## src/rtl/chr_comp_pkg.sv

```systemverilog
package chr_comp_pkg;

  typedef enum logic [1:0] {
    CHR_BANKED  = 2'd0,
    CHR_LATCHED = 2'd1,
    CHR_FIXED   = 2'd2
  } chr_mode_e;

endpackage

```

## src/rtl/chr_mode_dec.sv

```systemverilog
module chr_mode_dec
  import chr_comp_pkg::*;
#(
  parameter bit HAS_LATCH = 1'b1
) (
  input  logic      src_ppu,
  input  logic      b5,
  output chr_mode_e mode,
  output logic      ram_sel
);

  generate
    if (HAS_LATCH) begin : g_with_latch
      always_comb begin
        if (!src_ppu)  mode = CHR_BANKED;
        else if (!b5)  mode = CHR_LATCHED;
        else           mode = CHR_FIXED;
      end
      assign ram_sel = 1'b0;
    end else begin : g_no_latch
      always_comb begin
        if (!src_ppu)  mode = CHR_BANKED;
        else           mode = CHR_FIXED;
      end
      assign ram_sel = b5;
    end
  endgenerate

endmodule

```

## src/rtl/chr_state_regs.sv

```systemverilog
module chr_state_regs #(
  parameter int  BASE_W    = 8,
  parameter int  LATCH_W   = 2,
  parameter bit  HAS_LATCH = 1'b1
) (
  input  logic               clk,
  input  logic               rst_n,
  input  logic               base_we,
  input  logic               latch_we,
  input  logic [BASE_W-1:0]  din,
  output logic [BASE_W-1:0]  base_q,
  output logic [LATCH_W-1:0] latch_q
);

  logic [BASE_W-1:0] base_d;
  logic              base_en;

  // Base register: next-state and enable
  always_comb begin
    base_en = base_we;
    base_d  = din;
  end

  always_ff @(posedge clk or negedge rst_n) begin
    if (!rst_n)       base_q <= '0;
    else if (base_en) base_q <= base_d;
  end

  generate
    if (HAS_LATCH) begin : g_latch
      logic [LATCH_W-1:0] latch_d;
      logic               latch_en;

      // A base write clears the latch and wins over a latch load
      always_comb begin
        latch_en = base_we | latch_we;
        if (base_we) latch_d = '0;
        else         latch_d = din[LATCH_W-1:0];
      end

      always_ff @(posedge clk or negedge rst_n) begin
        if (!rst_n)        latch_q <= '0;
        else if (latch_en) latch_q <= latch_d;
      end
    end else begin : g_no_latch
      assign latch_q = '0;
    end
  endgenerate

endmodule

```

## src/rtl/chr_addr_mux.sv

```systemverilog
module chr_addr_mux
  import chr_comp_pkg::*;
#(
  parameter int BASE_W  = 8,
  parameter int BANK_W  = 8,
  parameter int LATCH_W = 2,
  parameter int PPU_W   = 3,
  localparam int OUT_W  = BASE_W + PPU_W
) (
  input  chr_mode_e          mode,
  input  logic               win_small,
  input  logic [BASE_W-1:0]  base,
  input  logic [BANK_W-1:0]  core_bank,
  input  logic [LATCH_W-1:0] latch,
  input  logic [PPU_W-1:0]   ppu_a,
  output logic [OUT_W-1:0]   chr_a
);

  localparam logic [OUT_W-1:0] PPU_MASK =
    {{BASE_W{1'b0}}, {PPU_W{1'b1}}};
  localparam logic [OUT_W-1:0] BANK_MASK_BIG =
    {{(OUT_W-BANK_W){1'b0}}, {BANK_W{1'b1}}};
  localparam logic [OUT_W-1:0] BANK_MASK_SMALL = BANK_MASK_BIG >> 1;
  localparam logic [OUT_W-1:0] LAT_MASK_BIG =
    {{(OUT_W-LATCH_W-PPU_W){1'b0}}, {LATCH_W{1'b1}}, {PPU_W{1'b0}}};
  localparam logic [OUT_W-1:0] LAT_MASK_SMALL = (LAT_MASK_BIG >> 1) & ~PPU_MASK;

  logic [OUT_W-1:0] base_x;
  logic [OUT_W-1:0] core_x;
  logic [OUT_W-1:0] latch_x;
  logic [OUT_W-1:0] ppu_x;
  logic [OUT_W-1:0] bank_mask;
  logic [OUT_W-1:0] lat_mask;

  always_comb begin
    base_x    = {base, {PPU_W{1'b0}}};
    core_x    = {{(OUT_W-BANK_W){1'b0}}, core_bank};
    latch_x   = {{(OUT_W-LATCH_W-PPU_W){1'b0}}, latch, {PPU_W{1'b0}}};
    ppu_x     = {{BASE_W{1'b0}}, ppu_a};
    bank_mask = win_small ? BANK_MASK_SMALL : BANK_MASK_BIG;
    lat_mask  = win_small ? LAT_MASK_SMALL  : LAT_MASK_BIG;

    unique case (mode)
      CHR_BANKED:  chr_a = (base_x & ~bank_mask) | (core_x & bank_mask);
      CHR_LATCHED: chr_a = (base_x & ~lat_mask & ~PPU_MASK)
                         | (latch_x & lat_mask) | ppu_x;
      default:     chr_a = base_x | ppu_x;
    endcase
  end

endmodule

```

## src/rtl/chr_addr_composer.sv

```systemverilog
module chr_addr_composer
  import chr_comp_pkg::*;
#(
  parameter int  BASE_W    = 8,
  parameter int  BANK_W    = 8,
  parameter int  LATCH_W   = 2,
  parameter int  PPU_W     = 3,
  parameter bit  HAS_LATCH = 1'b1,
  localparam int OUT_W     = BASE_W + PPU_W
) (
  input  logic              clk,
  input  logic              rst_n,
  input  logic              mode_src_ppu,
  input  logic              mode_b5,
  input  logic              mode_win_small,
  input  logic [PPU_W-1:0]  ppu_a,
  input  logic [BANK_W-1:0] core_bank,
  input  logic              cpu_we,
  input  logic              cpu_a15,
  input  logic [BASE_W-1:0] cpu_d,
  input  logic              base_we,
  output logic [OUT_W-1:0]  chr_a,
  output logic              chr_ram_sel
);

  logic [1:0]         rst_sync_q;
  logic               rst_core_n;
  logic               latch_we;
  logic               base_we_q;
  logic [BASE_W-1:0]  base_q;
  logic [LATCH_W-1:0] latch_q;
  chr_mode_e          mode;

  // Asynchronous assertion, synchronous release
  always_ff @(posedge clk or negedge rst_n) begin
    if (!rst_n) rst_sync_q <= 2'b00;
    else        rst_sync_q <= {rst_sync_q[0], 1'b1};
  end
  assign rst_core_n = rst_sync_q[1];

  always_comb begin
    base_we_q = base_we;
    latch_we  = cpu_we & cpu_a15;
  end

  chr_mode_dec #(.HAS_LATCH(HAS_LATCH)) u_dec (
    .src_ppu (mode_src_ppu),
    .b5      (mode_b5),
    .mode    (mode),
    .ram_sel (chr_ram_sel)
  );

  chr_state_regs #(
    .BASE_W    (BASE_W),
    .LATCH_W   (LATCH_W),
    .HAS_LATCH (HAS_LATCH)
  ) u_regs (
    .clk      (clk),
    .rst_n    (rst_core_n),
    .base_we  (base_we_q),
    .latch_we (latch_we),
    .din      (cpu_d),
    .base_q   (base_q),
    .latch_q  (latch_q)
  );

  chr_addr_mux #(
    .BASE_W  (BASE_W),
    .BANK_W  (BANK_W),
    .LATCH_W (LATCH_W),
    .PPU_W   (PPU_W)
  ) u_mux (
    .mode      (mode),
    .win_small (mode_win_small),
    .base      (base_q),
    .core_bank (core_bank),
    .latch     (latch_q),
    .ppu_a     (ppu_a),
    .chr_a     (chr_a)
  );

endmodule

```

## config.mk

```make
export PLATFORM = sky130hd
export DESIGN_NAME = chr_addr_composer
export DESIGN_NICKNAME = d
export VERILOG_FILES = /design/src/rtl/chr_comp_pkg.sv /design/src/rtl/chr_mode_dec.sv /design/src/rtl/chr_state_regs.sv /design/src/rtl/chr_addr_mux.sv /design/src/rtl/chr_addr_composer.sv
export SDC_FILE = /design/constraint.sdc
export NUM_CORES = 1
export LEC_CHECK = 0
export BUFFER_PORTS_ARGS = -buffer_cell sky130_fd_sc_hd__buf_4
export CAP_MARGIN = 25
export CORE_MARGIN = 5
export CORE_UTILIZATION = 38
export CTS_BUF_LIST = sky130_fd_sc_hd__clkbuf_2 sky130_fd_sc_hd__clkbuf_4 sky130_fd_sc_hd__clkbuf_8
export CTS_CLUSTER_DIAMETER = 150
export CTS_CLUSTER_SIZE = 14
export DETAILED_ROUTE_END_ITERATION = 16
export PLACE_DENSITY = 0.74
export SLEW_MARGIN = 5
export SYNTH_ARGS = -nofsm -noshare
export SYNTH_HDL_FRONTEND = slang
export SYNTH_HIERARCHICAL = 1
export SYNTH_SLANG_ARGS = --single-unit
```

## constraint.sdc

```tcl
create_clock -name clk -period 1.7 [get_ports clk]
set_clock_uncertainty 0.15 [all_clocks]
set_input_delay 0.34 -clock clk [delete_from_list [all_inputs] [get_ports clk]]
set_output_delay 0.34 -clock clk [all_outputs]
set_load 0.1 [all_outputs]
```

==> run_results.csv <==
group,metric,value,unit
logic_synthesis,syn_inst,49,
worst_setup_path,crit_slowest_cell,"or4b_4",
routing,wl,1.75,mm
routing,drt_iter0_markers,4,
sta,hold_viol_final,6,
floorplanning,die-height,50.9,um
cells_and_area,layout.nets,119,
sta,fin_hold_ws,-0.00197,ns
worst_setup_path,path_class,"in2out",
floorplanning,initial_utilization,41.2,%
floorplanning,die_x,50.9,um
worst_setup_path,cp_cell_sequence,"buf_6 -> and2b_2 -> or4b_4 -> o211a_4 -> buf_12",
status,violations,"negative hold slack, negative setup slack",
clocking,cts_buffers,3,
clocking,clock-root-buffer,"clkbuf_4",
cells_and_area,utilization,76.5,%
grt,antenna_found_initial,0,
logic_synthesis,netlist-cell-type-count,19,
floorplanning,rows,14,
clocking,cts_buffer_depth,2,
status,status,"complete, but fails checks",
logic_synthesis,synthesis.area,636,um^2
cells_and_area,area_growth,85.4,%
routing,antenna_left,0,
clocking,htreeDepth,1,
worst_setup_path,crit_start,"mode_b5",
logic_synthesis,ys_ff_latch,12,
cells_and_area,instances_no_fill,107,
cells_and_area,drive_gt1_share,75.8,%
routing,num_vias,523,
grt,grt_usage,14.1,%
worst_setup_path,r2r_slack,0.75,ns
job,maxCapViolations,0,
logic_synthesis,synth_area_per_cell,13.0,um^2
worst_setup_path,path_max_fanout,5,
clocking,insertion_delay,0.27,ns
floorplanning,ios,39,
sta,setup_ws,-0.285,ns
floorplanning,coreArea,0.00154,mm^2
logic_synthesis,yosysSeqAreaShare,47.2,%
sta,fmax,504,MHz
grt,grt_max_degree,11,
cells_and_area,fillers,98,
floorplanning,dieArea,0.00259,mm^2
grt,grt_pass1_vias,604,
placed_design,port_buffers,37,
sta,slew_viol_final,0,
routing,vias_per_cell,4.89,
routing,routedWlPerCell,16.4,um
worst_setup_path,cp.required,1.21,ns
worst_setup_path,crit_path_end_kind,"output port",
worst_setup_path,rr_worst_depth,1,
worst_hold_path,hold_class,"reg2async",
placed_design,numPlacedInstances,100,
logic_synthesis,synth_warnings,6,
sta,rsz0062_at_grt,"true",
placed_design,place.gp.congestion,0.690,
sta,min_period,1.98,ns
grt,grt_pass1_wl,2.79,mm
cells_and_area,seq_area,300,um^2
clocking,clkTransAtPathRegs,0.07,ns
worst_setup_path,arrival,1.49,ns
worst_setup_path,slowest_delay,0.47,ns
power_and_ir_drop,total_power,1.04,mW
cells_and_area,multi_input_area,378,um^2
clocking,cts_tree,"done",
worst_setup_path,rr_endpoint,"u_regs/base_q[1]",
routing,drc,0,
placed_design,dp_hpwl,1.24,mm
sta,setup_viol,8,
grt,grt.overflow.total,0,
logic_synthesis,synthesis.nets,76,
power_and_ir_drop,power_density,886,mW/mm^2
worst_setup_path,regToRegStartpoint,"u_regs/base_q[1]",
sta,finalCritPeriodShare,117,%
worst_setup_path,start_kind,"input pin",
power_and_ir_drop,peakVddDrop,664,uV
cells_and_area,diodes,0,
power_and_ir_drop,leakagePower,0.586,nW
clocking,cts.sinks,12,
routing,dr.pass1.iters,3,
==> layout by cell type (no fill, tap or decap), types with 2 or more instances in the layout <==
cell type and n:
clkbuf_4 3, buf_6 5, mux2_4 14, buf_12 8, buf_4 29, dfrtp_1 12, nor2_1 2, conb_1 2
mux2i_1 2
==> power by group <==
part | internal [mW] | total (mW) | leakage [nW] | switching [mW]
Combinational | 0.210 | 0.496 | 0.422 | 0.286
Sequential | 0.309 | 0.328 | 0.144 | 0.0192
Clock | 0.130 | 0.220 | 0.0210 | 0.0898
Total | 0.649 | 1.04 | 0.586 | 0.395
==> critical path: cells and delay by family <==
kind	cells	cell delay [ns]
buf+inv	2	0.25
simple gates	2	0.73
compound gates	1	0.16
==> cell families after synthesis <==
logic type | count (synthesis) | share of synthesized area [%]
AOI/OAI and AO/OA | 3 | 3.15
buffers and inverters | 5 | 4.72
DFF | 12 | 47.2
muxes | 17 | 34.3
other | 2 | 1.18
and+or+nand+nor | 10 | 9.45
==> sequential cells by signal, indices dropped and copies added (netlist names) <==
| name | cells |
|---|---|
| u_regs/latch_q | 2 |
| u_regs/base_q | 8 |
| rst_sync_q | 2 |
==> synth_stat cells (all sizes together) <==
cell	number	area share (%)
clkbuf	3	1.8
and2	2	2.2
o21ai	1	0.79
or3	1	1.2
and2b	1	1.4
nor3	1	0.79
o211a	1	1.6
a21oi	1	0.79
mux2	14	30
or4b	1	1.6
nand2	1	0.59
mux2i	3	4.7
buf	2	3.0
conb	2	1.2
nor2	3	1.8
dfrtp	12	47
==> routing by layer <==
metal,track usage (%),vias up,share of wire [%]
met4,5.11,0,0
met1,15.8,247,37
met3,3.49,0,9.0
li1,-,248,-
met2,25.4,28,54
met5,0,-,0
==> worst max-delay path by stage <==
stage	endpoint	slack [ns]	cells after the start
2_1_floorplan	chr_a[4]	-0.09	3
3_3_place_gp	chr_a[4]	-0.32	5
3_5_place_dp	chr_a[4]	-0.34	5
4_1_cts	chr_a[4]	-0.26	3
5_1_grt	chr_a[4]	-0.31	5
6_report	chr_a[4]	-0.28	5
==> repair_timing <==
item                                    CTS  global route
endpoints found under the setup margin    8             8
buffers inserted                          2             0
hold buffers                              1             0
resized for setup                        33             1
pin swaps                                 3             1
hold endpoints to repair                  2             0
==> per-stage QoR <==
step	worst slack, ns	instance area [um^2]	TNS (ns)
floorplan	-0.0916	681	-0.661
global placement	-0.320	971	-1.94
detailed placement	-0.336	971	-2.02
CTS	-0.262	1170	-1.58
global route	-0.309	1180	-1.95
finish	-0.285	1180	-1.70
==> area by class of cell <==
class | instances | share of cell area, %
clock buffers | 4 | 3.08
multi-input cells | 32 | 32.1
flip-flops and latches | 12 | 25.5
well taps | 16 | 1.70
repair buffers | 43 | 37.7
Power figures use the tool's default switching activity.
